File: src/rtl/dmac_pkg.sv
package dmac_pkg;
    parameter int ADDR_W = 16;
    parameter int DATA_W = 32;
    parameter int LEN_W  = 16;
    parameter int PACE_W = 8;
    localparam int SEL_W = 2;

    typedef enum logic [SEL_W-1:0] {
        REG_SRC = 2'd0,
        REG_DST = 2'd1,
        REG_LEN = 2'd2,
        REG_CTL = 2'd3
    } reg_sel_e;

    localparam int CTL_GO      = 0;
    localparam int CTL_BUSY    = 0;
    localparam int CTL_DONE    = 1;
    localparam int CTL_THR     = 3;
    localparam int CTL_PACE_LO = 8;

    typedef struct packed {
        logic [ADDR_W-1:0] src;
        logic [ADDR_W-1:0] dst;
        logic [LEN_W-1:0]  len;
        logic              thr;
        logic [PACE_W-1:0] pace;
    } job_t;

    typedef enum logic [2:0] {
        ST_IDLE, ST_REQ, ST_RD, ST_WR, ST_REL, ST_GAP
    } eng_st_e;

    function automatic logic [DATA_W-1:0] pack_status(
        input logic busy, input logic done, input logic thr,
        input logic [PACE_W-1:0] pace);
        logic [DATA_W-1:0] s;
        s = '0;
        s[CTL_BUSY] = busy;
        s[CTL_DONE] = done;
        s[CTL_THR]  = thr;
        s[CTL_PACE_LO +: PACE_W] = pace;
        return s;
    endfunction
endpackage

File: src/rtl/dmac_regs.sv
module dmac_regs
    import dmac_pkg::*;
(
    input  logic              clk,
    input  logic              rst,
    input  logic              cfg_wr,
    input  logic [SEL_W-1:0]  cfg_sel,
    input  logic [DATA_W-1:0] cfg_wdata,
    output logic [DATA_W-1:0] cfg_rdata,
    input  logic              busy_i,
    input  logic              finish_i,
    output logic              start_o,
    output job_t              job_o,
    output logic              done_o
);
    logic [ADDR_W-1:0] src_q, dst_q;
    logic [LEN_W-1:0]  len_q;
    logic              thr_q, done_q;
    logic [PACE_W-1:0] pace_q;
    logic              wr_ok, ctl_wr;

    // The lockout applies to every register, so a write during a copy changes nothing.
    assign wr_ok   = cfg_wr && !busy_i;
    assign ctl_wr  = wr_ok && (cfg_sel == REG_CTL);
    assign start_o = ctl_wr && cfg_wdata[CTL_GO];

    always_ff @(posedge clk) begin
        if (rst) begin
            src_q  <= '0;
            dst_q  <= '0;
            len_q  <= '0;
            thr_q  <= 1'b0;
            pace_q <= '0;
            done_q <= 1'b0;
        end else begin
            if (wr_ok) begin
                case (cfg_sel)
                    REG_SRC: src_q <= cfg_wdata[ADDR_W-1:0];
                    REG_DST: dst_q <= cfg_wdata[ADDR_W-1:0];
                    REG_LEN: len_q <= cfg_wdata[LEN_W-1:0];
                    default: begin
                        thr_q  <= cfg_wdata[CTL_THR];
                        pace_q <= cfg_wdata[CTL_PACE_LO +: PACE_W];
                    end
                endcase
            end
            if (finish_i)
                done_q <= 1'b1;
            else if (ctl_wr && (cfg_wdata[CTL_DONE] || cfg_wdata[CTL_GO]))
                done_q <= 1'b0;
        end
    end

    // Pacing fields come from the go write itself, so the new copy uses them at once.
    assign job_o.src  = src_q;
    assign job_o.dst  = dst_q;
    assign job_o.len  = len_q;
    assign job_o.thr  = cfg_wdata[CTL_THR];
    assign job_o.pace = cfg_wdata[CTL_PACE_LO +: PACE_W];
    assign done_o     = done_q;

    always_comb begin
        case (cfg_sel)
            REG_SRC: cfg_rdata = {{(DATA_W-ADDR_W){1'b0}}, src_q};
            REG_DST: cfg_rdata = {{(DATA_W-ADDR_W){1'b0}}, dst_q};
            REG_LEN: cfg_rdata = {{(DATA_W-LEN_W){1'b0}}, len_q};
            default: cfg_rdata = pack_status(busy_i, done_q, thr_q, pace_q);
        endcase
    end

    assert_busy_locks_src_R8: assert property (@(posedge clk) disable iff (rst)
        (cfg_wr && busy_i && cfg_sel == REG_SRC) |=> $stable(src_q));
    assert_done_from_finish_R7: assert property (@(posedge clk) disable iff (rst)
        $rose(done_q) |-> $past(finish_i));
endmodule

File: src/rtl/dmac_pacer.sv
module dmac_pacer
    import dmac_pkg::*;
(
    input  logic              clk,
    input  logic              rst,
    input  logic              load_i,
    input  logic [PACE_W-1:0] pace_i,
    output logic              expired_o
);
    logic [PACE_W-1:0] cnt_q;

    always_ff @(posedge clk) begin
        if (rst)
            cnt_q <= '0;
        else if (load_i)
            cnt_q <= pace_i;
        else if (cnt_q != '0)
            cnt_q <= cnt_q - 1'b1;
    end

    assign expired_o = (cnt_q == '0);
endmodule

File: src/rtl/dmac_engine.sv
module dmac_engine
    import dmac_pkg::*;
(
    input  logic              clk,
    input  logic              rst,
    input  logic              start_i,
    input  job_t              job_i,
    output logic              busy_o,
    output logic              finish_o,
    output logic              bus_req_o,
    input  logic              bus_gnt_i,
    output logic              mem_en_o,
    output logic              mem_we_o,
    output logic [ADDR_W-1:0] mem_addr_o,
    output logic [DATA_W-1:0] mem_wdata_o,
    input  logic [DATA_W-1:0] mem_rdata_i,
    input  logic              mem_rdy_i
);
    eng_st_e           st;
    logic [ADDR_W-1:0] src_q, dst_q;
    logic [LEN_W-1:0]  cnt_q;
    logic              thr_q, fin_q;
    logic [PACE_W-1:0] pace_q;
    logic [DATA_W-1:0] hold_q;
    logic              gap_load, gap_done;

    assign gap_load = (st == ST_REL) && !bus_gnt_i && (cnt_q != '0);

    dmac_pacer u_pacer (
        .clk       (clk),
        .rst       (rst),
        .load_i    (gap_load),
        .pace_i    (pace_q),
        .expired_o (gap_done)
    );

    always_ff @(posedge clk) begin
        if (rst) begin
            st     <= ST_IDLE;
            src_q  <= '0;
            dst_q  <= '0;
            cnt_q  <= '0;
            thr_q  <= 1'b0;
            pace_q <= '0;
            hold_q <= '0;
            fin_q  <= 1'b0;
        end else begin
            fin_q <= 1'b0;
            case (st)
                ST_IDLE: if (start_i) begin
                    src_q  <= job_i.src;
                    dst_q  <= job_i.dst;
                    cnt_q  <= job_i.len;
                    thr_q  <= job_i.thr;
                    pace_q <= job_i.pace;
                    if (job_i.len == '0) fin_q <= 1'b1;
                    else                 st    <= ST_REQ;
                end
                ST_REQ: if (bus_gnt_i) st <= ST_RD;
                ST_RD: if (mem_rdy_i) begin
                    hold_q <= mem_rdata_i;
                    src_q  <= src_q + 1'b1;
                    st     <= ST_WR;
                end
                ST_WR: if (mem_rdy_i) begin
                    dst_q <= dst_q + 1'b1;
                    cnt_q <= cnt_q - 1'b1;
                    st    <= (cnt_q == LEN_W'(1) || thr_q) ? ST_REL : ST_RD;
                end
                ST_REL: if (!bus_gnt_i) begin
                    if (cnt_q == '0) begin
                        fin_q <= 1'b1;
                        st    <= ST_IDLE;
                    end else begin
                        st <= ST_GAP;
                    end
                end
                ST_GAP: if (gap_done) st <= ST_REQ;
                default: st <= ST_IDLE;
            endcase
        end
    end

    assign busy_o      = (st != ST_IDLE);
    assign finish_o    = fin_q;
    assign bus_req_o   = (st == ST_REQ) || (st == ST_RD) || (st == ST_WR);
    assign mem_en_o    = (st == ST_RD) || (st == ST_WR);
    assign mem_we_o    = (st == ST_WR);
    assign mem_addr_o  = (st == ST_WR) ? dst_q : src_q;
    assign mem_wdata_o = hold_q;

    assert_mem_needs_gnt_R2: assert property (@(posedge clk) disable iff (rst)
        mem_en_o |-> bus_gnt_i);
    assert_req_held_R2: assert property (@(posedge clk) disable iff (rst)
        (bus_req_o && !bus_gnt_i) |=> bus_req_o);
    assert_req_low_until_release_R3: assert property (@(posedge clk) disable iff (rst)
        (!bus_req_o && bus_gnt_i) |=> !bus_req_o);
    assert_zero_len_no_req_R9: assert property (@(posedge clk) disable iff (rst)
        (st == ST_IDLE && start_i && job_i.len == '0) |=> (!bus_req_o && finish_o));
    assert_wait_holds_cycle_R10: assert property (@(posedge clk) disable iff (rst)
        (mem_en_o && !mem_rdy_i) |=> (mem_en_o && $stable(mem_addr_o) && $stable(mem_we_o)));
endmodule

File: src/rtl/dmac_mover.sv
module dmac_mover
    import dmac_pkg::*;
(
    input  logic              clk,
    input  logic              rst,
    input  logic              cfg_wr,
    input  logic [SEL_W-1:0]  cfg_sel,
    input  logic [DATA_W-1:0] cfg_wdata,
    output logic [DATA_W-1:0] cfg_rdata,
    output logic              bus_req,
    input  logic              bus_gnt,
    output logic              mem_en,
    output logic              mem_we,
    output logic [ADDR_W-1:0] mem_addr,
    output logic [DATA_W-1:0] mem_wdata,
    input  logic [DATA_W-1:0] mem_rdata,
    input  logic              mem_rdy,
    output logic              irq
);
    logic busy, finish, start, done;
    job_t job;

    dmac_regs u_regs (
        .clk       (clk),
        .rst       (rst),
        .cfg_wr    (cfg_wr),
        .cfg_sel   (cfg_sel),
        .cfg_wdata (cfg_wdata),
        .cfg_rdata (cfg_rdata),
        .busy_i    (busy),
        .finish_i  (finish),
        .start_o   (start),
        .job_o     (job),
        .done_o    (done)
    );

    dmac_engine u_engine (
        .clk         (clk),
        .rst         (rst),
        .start_i     (start),
        .job_i       (job),
        .busy_o      (busy),
        .finish_o    (finish),
        .bus_req_o   (bus_req),
        .bus_gnt_i   (bus_gnt),
        .mem_en_o    (mem_en),
        .mem_we_o    (mem_we),
        .mem_addr_o  (mem_addr),
        .mem_wdata_o (mem_wdata),
        .mem_rdata_i (mem_rdata),
        .mem_rdy_i   (mem_rdy)
    );

    assign irq = done;

    assert_irq_without_req_R7: assert property (@(posedge clk) disable iff (rst)
        irq |-> !bus_req);
endmodule

File: config.mk
export PLATFORM = sky130hd
export DESIGN_NAME = dmac_mover
export DESIGN_NICKNAME = d
export VERILOG_FILES = /design/src/rtl/dmac_pkg.sv /design/src/rtl/dmac_regs.sv /design/src/rtl/dmac_pacer.sv /design/src/rtl/dmac_engine.sv /design/src/rtl/dmac_mover.sv
export SDC_FILE = /design/constraint.sdc
export NUM_CORES = 1
export LEC_CHECK = 0
export BUFFER_PORTS_ARGS = -buffer_cell sky130_fd_sc_hd__buf_2
export CAP_MARGIN = 20
export CORE_MARGIN = 1
export CORE_UTILIZATION = 55
export DETAILED_ROUTE_END_ITERATION = 8
export PLACE_DENSITY_LB_ADDON = 0.1
export SLEW_MARGIN = 0
export SYNTH_ARGS = -nofsm -noshare
export SYNTH_HDL_FRONTEND = slang
export SYNTH_HIERARCHICAL = 1
export SYNTH_SLANG_ARGS = --single-unit
File: constraint.sdc
create_clock -name clk -period 7.55 [get_ports clk]
set_input_delay 0 -clock clk [delete_from_list [all_inputs] [get_ports clk]]
set_output_delay 0 -clock clk [all_outputs]
set_load 0.02 [all_outputs]
======== After elaboration in Yosys (flattened, before gate mapping) ========
Index checks and enable logic that the tools add are counted.
word-level totals
  register bits ........................... 159
  latch bits .............................. 0
  memory bits (writable) .................. 0
  bits in read-only memories .............. 0
  bits of input ports ..................... 71
  output and inout bits ................... 84
  logic and storage cells ................. 101
  memories ................................ 0
operators by class
  add/sub/neg operators ................... 4
  $mul .................................... 0
  div/mod/pow operators ................... 0
  $lt $le $gt $ge ......................... 0
  equal/unequal tests ..................... 16
  shifts and indexed selects .............. 0
  muxes and demuxes ....................... 30
  bitwise operators ....................... 1
  reductions and logical operators ........ 35
operators by type and width
  operator                                                                 number
  16-bit two-way mux                                                       7
  16-bit case mux with 2 select lines                                      3
  16-bit case mux with 3 select lines                                      1
  16-bit by 1-bit adder with 16-bit output (second input constant)         2
  16-bit zero test                                                         2
  3-bit two-way mux                                                        9
  3-bit case mux with 6 select lines                                       1
  16-bit by 1-bit equality test with 1-bit output (second input constant)  1
  8-bit two-way mux                                                        2
  16-bit nonzero test                                                      1
  16-bit by 1-bit subtractor with 16-bit output (second input constant)    1
  2-bit AND reduction                                                      6
  2-bit inequality test (second input constant)                            5
  8-bit zero test                                                          1
  2-bit nonzero test                                                       4
  8-bit nonzero test                                                       1
  8-bit by 1-bit subtractor with 8-bit output (second input constant)      1
  7-bit AND reduction                                                      1
  3-bit by 2-bit equality test with 1-bit output (second input constant)   2
  3-bit equality test (second input constant)                              2
  1-bit logical AND                                                        6
  1-bit two-way mux                                                        6
  3-bit AND reduction                                                      2
  1-bit logical OR                                                         5
  11 further kinds                                                         14

======== Longest topological paths before layout ========
  depth in word-level cells ............... 7
  mapped depth ............................ 12
  gate-level depth less buffers ........... 9

======== By module ========
Netlist, hierarchy kept.
by module, submodules not included
  module       times used  cells an instance  area an instance (µm²)  sequential area each (µm²)
  dmac_engine  1           659                4799.6                  1861.8
  dmac_regs    1           266                2921.6                  1161.1
  dmac_pacer   1           53                 475.5                   160.2

======== Worst setup path before layout ========
No wires, ideal clock.
  path type ............................... reg-to-reg
  start point ............................. register u_engine.st[1]
  end point ............................... register u_engine.cnt_q[9]
  setup time .............................. 128 ps
  data arrival time ....................... 2504 ps
  data required time ...................... 7422 ps
  path slack .............................. 4918 ps
  cell stages (with the launch flop) ...... 13
  buffers on the path ..................... 3
  clock period less this slack ............ 2632 ps
  cells stage by stage .................... dfxtp_1 -> buf_2 -> nor2_1 -> nand2_1 -> nand4b_1 -> buf_2 -> nor2_1 -> or3b_1 -> a21o_1 -> clkbuf_1 -> a21o_1 -> a22oi_1 -> nor2_1
on the way
  longest elaborated chain between the ends .. 7
  elaborated cells between the ends (all ways) .. 12
  classes of those cells .................. eq/ne (3); mux (1); reduce/logical (8)
ends and longest elaborated chain
  element                                 line               text
  from (decl)                             dmac_engine.sv:19  eng_st_e st;
  from (signal assigned)                  dmac_engine.sv:68  st <= (cnt_q == LEN_W'(1) || thr_q) ? ST_REL : ST_RD;
  3-bit nonzero test                      dmac_engine.sv:84  assign busy_o = (st != ST_IDLE);
  via busy                                dmac_mover.sv:20   logic busy, finish, start, done;
  1-bit zero test                         dmac_regs.sv:23    assign wr_ok = cfg_wr && !busy_i;
  1-bit logical AND                       dmac_regs.sv:23
  1-bit logical AND                       dmac_regs.sv:24    assign ctl_wr = wr_ok && (cfg_sel == REG_CTL);
  1-bit logical AND                       dmac_regs.sv:25    assign start_o = ctl_wr && cfg_wdata[CTL_GO];
  via start                               dmac_mover.sv:20
  2-bit inequality test (no source line)  -
  3-bit AND reduction (no source line)    -
  to (signal assigned)                    dmac_engine.sv:53  cnt_q <= job_i.len;
  to (signal assigned)                    dmac_engine.sv:67  cnt_q <= cnt_q - 1'b1;
  to (decl)                               dmac_engine.sv:21  logic [LEN_W-1:0] cnt_q;
The timed path passes the listed nets, and every way through them passes these cells.
A chain may end at the register's enable or synchronous reset.

======== Worst setup path after layout ========
  start point ............................. register u_engine.st[1]
  end point ............................... register u_engine.src_q[12]
on the way
  longest elaborated chain between the ends .. 7
  elaborated cells between the ends (all ways) .. 12
  classes of those cells .................. eq/ne (3); mux (1); reduce/logical (8)
ends and longest elaborated chain
  element                                 line               text
  3-bit nonzero test                      dmac_engine.sv:84
  via busy                                dmac_mover.sv:20
  1-bit zero test                         dmac_regs.sv:23
  1-bit logical AND                       dmac_regs.sv:23
  1-bit logical AND                       dmac_regs.sv:24
  1-bit logical AND                       dmac_regs.sv:25
  via start                               dmac_mover.sv:20
  2-bit inequality test (no source line)  -
  3-bit AND reduction (no source line)    -
  to (signal assigned)                    dmac_engine.sv:51  src_q <= job_i.src;
  to (signal assigned)                    dmac_engine.sv:62  src_q <= src_q + 1'b1;
  to (decl)                               dmac_engine.sv:20  logic [ADDR_W-1:0] src_q, dst_q;
The timed path passes the listed nets, and every way through them passes these cells.

==> Implementation_results.wiki <==
{| class="wikitable"
! Metric !! Value
|-
| Power density normalized to cell area || 211 mW/mm^2
|-
| Number of antenna-violating nets in the routed design || 0
|-
| Worst Setup Start Kind || flop
|-
| Synthesized-area fraction occupied by and/or/nand/nor cells || 26.3%
|-
| Rel. slew slack || ~28%
|-
| Post-synthesis instance total || 978
|-
| Max Clock Freq || 245 MHz
|-
| Setup-violating endpoint count in the final report || 0
|-
| Top Ports || about 160
|-
| Wire length of the first global-routing pass || 33600 um
|-
| Max-cap violation count || 0
|-
| DRC errors left || 0
|-
| Setup_tns || 0 ns
|-
| Port Buffer Count || roughly 120
|-
| Setup repair after global routing missed its margin || false
|-
| Flops & latches, synth || 159
|-
| Critical path data arrival time || 4.41 ns
|-
| Clock-pin transition on the worst setup and hold timing paths || 0.06 ns
|-
| Top_reg_cell synth || sky130_fd_sc_hd__dfxtp_1
|-
| Routability congestion estimate from global placement || 0.872
|-
| Area grow syn2layout || 19.3%
|-
| Overflow left after global routing || 0
|-
| Static Leakage || ~4.0 nW
|-
| Fraction of synthesized cell area in xor and xnor cells || 0.427%
|-
| Reg-to-reg slack, setup || around 3.5 ns
|-
| Total Power Consumption || 2.06 mW
|-
| Routed length per instance || 16.6 um
|-
| Number of enable-type register cells in the synthesized netlist || 0
|-
| Total via count after detailed routing || ~7400
|-
| Cts bufs inserted || 17
|-
| Sum of net half-perimeters after detailed placement || 14000 um
|-
| Via density per instance || 5.73
|-
| Register area share after synthesis || 38.8%
|-
| Net count, final || 1175
|-
| Number of pins with negative max-slew slack in the final report || 0
|-
| CTS root buffer || sky130_fd_sc_hd__clkbuf_16
|-
| CP max stage delay || 0.79 ns
|-
| Most area-consuming cells after synthesis || sky130_fd_sc_hd__dfxtp_1, sky130_fd_sc_hd__mux2i_1, sky130_fd_sc_hd__nand2_1
|-
| Fin crit period || around 4.1 ns
|-
| Clk_lat worst skew || approximately 0.43 ns
|-
| Number of instances on the worst hold path || 4
|-
| Worst slack on hold paths || between 0.07 and 0.08 ns
|-
| Number of placement rows || 44
|-
| Vias in the first global route || 6568
|-
| Largest net degree at the start of global routing || 101
|-
| CP required || 7.88 ns
|-
| Starting density of the core || roughly 56%
|-
| Final period util || 54.0%
|-
| Crit-path slowest cell || sky130_fd_sc_hd__nand4b_1
|-
| WHS Endpoint || u_engine/st[1]
|-
| Die outline height || about 120 um
|-
| Worst min-delay path category || primary input to flop
|-
| Worst slew pin tran || 1.08 ns
|-
| CP dominant cell by count || sky130_fd_sc_hd__nor2_1
|-
| Synth top cells by count || sky130_fd_sc_hd__nand2_1, sky130_fd_sc_hd__dfxtp_1, sky130_fd_sc_hd__a21oi_1, sky130_fd_sc_hd__nand2b_1, sky130_fd_sc_hd__mux2i_1
|-
| Start point of the worst min-delay path || mem_rdy
|-
| Diodes inserted || 0
|-
| Post-synthesis adder-cell area fraction || 0.763%
|-
| Count of different cell masters after synthesis || 74
|-
| Tot GR Track Use || between 20% and 30%
|-
| DRT Pass-1 Iters || 5
|-
| Chip width || 124 um
|-
| Depth of the worst register-to-register path || 9
|-
| WS Path Type || flop to flop
|-
| Share of layout cells above drive strength 1 || 17.3%
|-
| Compound-cell area share of the yosys netlist || 15.7%
|-
| Share of Yosys cell area claimed by the top area cell type || between 30% and 40%
|-
| Critical path capture point type || flop
|-
| Worst r2r dst || u_engine/src_q[12]
|-
| Run status || completed
|-
| Area leader, netlist || sky130_fd_sc_hd__dfxtp_1
|-
| Worst vdd ir || 0.138 mV
|-
| Post-Syn Area || 0.00820 sq mm
|-
| Most common cell in the netlist || sky130_fd_sc_hd__nand2_1
|-
| Warnings, synthesis || 6
|-
| Worst slack at placement || 3.50 ns
|-
| Worst-case clock skew || about 0.014 ns
|-
| CP max FO || 17
|-
| Core footprint || around 0.015 sq mm
|-
| Largest family of logic cells by synthesized area || simple AND/OR/NAND/NOR gates
|-
| Synthesized area divided by synthesized cell count || about 8.4 sq um
|-
| Number of endpoints with negative hold slack in the final report || 0
|-
| List of cells traversed by the critical path || nor2_1 -> nand2_1 -> nand4b_1 -> nor2_1 -> mux2i_1 -> or3_1 -> nor2_2 -> nor3_1 -> nor4_1
|-
| Number of antenna violations at the first check in global routing || 0
|-
| CTS H-tree depth || 4
|-
| Async S/R FF share, synth || 0%
|-
| Die area || about 0.015 sq mm
|-
| Post-CTS setup-driven buffer insertion count || 0
|-
| Setup slack after layout || 3.47 ns
|-
| Mux share of post-synthesis cell area || around 11%
|-
| Sinks on Clock Net || 159
|-
| FF-to-FF Start || u_engine/st[1]
|-
| Iter 0 DRT Violations || between 600 and 700
|-
| Clock tree from TritonCTS || yes
|-
| Clock buffer depth || 2
|-
| Routed WL || 21500 um
|}
## cell usage in the layout (no fill, tap or decap), types with 4 or more instances in the layout
cell type                       synthesis  routed
sky130_fd_sc_hd__a211oi_1              14      14
sky130_fd_sc_hd__a21o_1                 5       5
sky130_fd_sc_hd__a21oi_1               76      76
sky130_fd_sc_hd__a22oi_1                6       6
sky130_fd_sc_hd__a311oi_1              10      10
sky130_fd_sc_hd__a31oi_1                8       8
sky130_fd_sc_hd__and2_1                10      10
sky130_fd_sc_hd__and3_1                 6       6
sky130_fd_sc_hd__buf_2                 21     121
sky130_fd_sc_hd__buf_4                 26       8
sky130_fd_sc_hd__clkbuf_16              0      17
sky130_fd_sc_hd__clkbuf_8               0       4
sky130_fd_sc_hd__conb_1                 1      16
sky130_fd_sc_hd__dfxtp_1              159     159
sky130_fd_sc_hd__dlygate4sd3_1          0      50
sky130_fd_sc_hd__ha_1                   5       5
sky130_fd_sc_hd__inv_1                 15      15
sky130_fd_sc_hd__mux2i_1               67      67
sky130_fd_sc_hd__mux4_2                11      11
sky130_fd_sc_hd__nand2_1              165     165
sky130_fd_sc_hd__nand2b_1              75      75
sky130_fd_sc_hd__nand3_1               21      21
sky130_fd_sc_hd__nand4_1               10      10
sky130_fd_sc_hd__nor2_1                46      45
sky130_fd_sc_hd__nor2b_1                4       4
sky130_fd_sc_hd__nor3_1                21      21
sky130_fd_sc_hd__nor3b_1                4       4
sky130_fd_sc_hd__nor4_1                12      12
sky130_fd_sc_hd__o21ai_0               46      46
sky130_fd_sc_hd__o21bai_1               4       4
sky130_fd_sc_hd__o2bb2ai_1              5       5
sky130_fd_sc_hd__o31ai_1                4       4
sky130_fd_sc_hd__o32ai_1                6       6
sky130_fd_sc_hd__or3_1                  9       9
sky130_fd_sc_hd__or4_4                  4       4
## flip-flops by register name, indices dropped and copies added, names as in the netlist
register / count
u_engine/dst_q: 16
u_regs/len_q: 16
u_engine/pace_q: 8
u_engine/st: 3
u_engine/mem_wdata_o: 32
u_engine/thr_q: 1
u_regs/pace_q: 8
u_engine/u_pacer/cnt_q: 8
u_regs/thr_q: 1
u_regs/done_o: 1
u_regs/src_q: 16
u_engine/cnt_q: 16
u_engine/finish_o: 1
u_engine/src_q: 16
u_regs/dst_q: 16
## worst max-delay path, delay by kind of cell, from the launching register on
family / cells / cell delay [ns]
AND/OR/NAND/NOR: 8 / 3.40
flip-flops: 1 / 0.42
multiplexers: 1 / 0.16
## how the worst max path moves through the flow
stage | startpoint | end | slack (ns) | depth (start not counted)
6_report | u_engine/st[1] | u_engine/src_q[12] | 3.47 | 9
5_1_grt | u_engine/st[1] | u_engine/src_q[12] | 3.11 | 9
4_1_cts | u_engine/st[1] | u_engine/src_q[12] | 3.46 | 9
3_5_place_dp | u_engine/st[1] | u_engine/src_q[15] | 3.50 | 9
3_3_place_gp | u_engine/st[1] | u_engine/src_q[15] | 3.47 | 9
2_1_floorplan | u_engine/st[1] | u_engine/cnt_q[9] | 4.92 | 12
## per-layer routing
| metal | part of all wire [%] | GRT usage, % | routed length [um] |
|---|---|---|---|
| met1 | 48 | 40.1 | 10200 |
| met2 | 46 | 44.1 | 9840 |
| met3 | 5.5 | 4.53 | 1180 |
| met4 | 0.96 | 8.04 | 205 |
| met5 | 0 | 0 | 0 |
## power breakdown
group,total [mW],leakage [nW],internal (mW),switching [mW]
logic,0.284,2.45,0.133,0.152
registers,0.914,1.29,0.875,0.0392
clock network,0.860,0.288,0.520,0.340
## kinds of logic (layout without fill, tap and decap cells)
kind of cell,count (synthesis),after routing
adders and majority gates,5,5
other,1,16
buffers and inverters,108,226
AOI/OAI and AO/OA,206,206
muxes,78,78
and+or+nand+nor,417,417
DFF,159,159
xor gates and xnor gates,4,4
## repair_timing
action	CTS	global route
gates resized for setup	0	0
endpoints found under the hold margin	95	0
hold buffers	50	0
## final cells by class
class                           instances  area, sq um
Fill cell                            1254         4760
Multi-Input combinational cell        726         4520
Clock inverter                          9          108
Tap cell                              184          230
Timing Repair Buffer                  180         1190
Clock buffer                           22          484
Sequential cell                       159         3180
Inverter                               15         56.3
## per-stage QoR
step           utilization [%]  cell area (sq um)  instances
4_1_cts                   67.1               9750       1294
3_3_place_gp              59.6               8660       1213
3_5_place_dp              59.6               8660       1213
2_1_floorplan                -               8250        993
6_report                  67.3               9780       1295
5_1_grt                   67.3               9780       1295
Note: power is estimated with default switching activity, not from simulation.
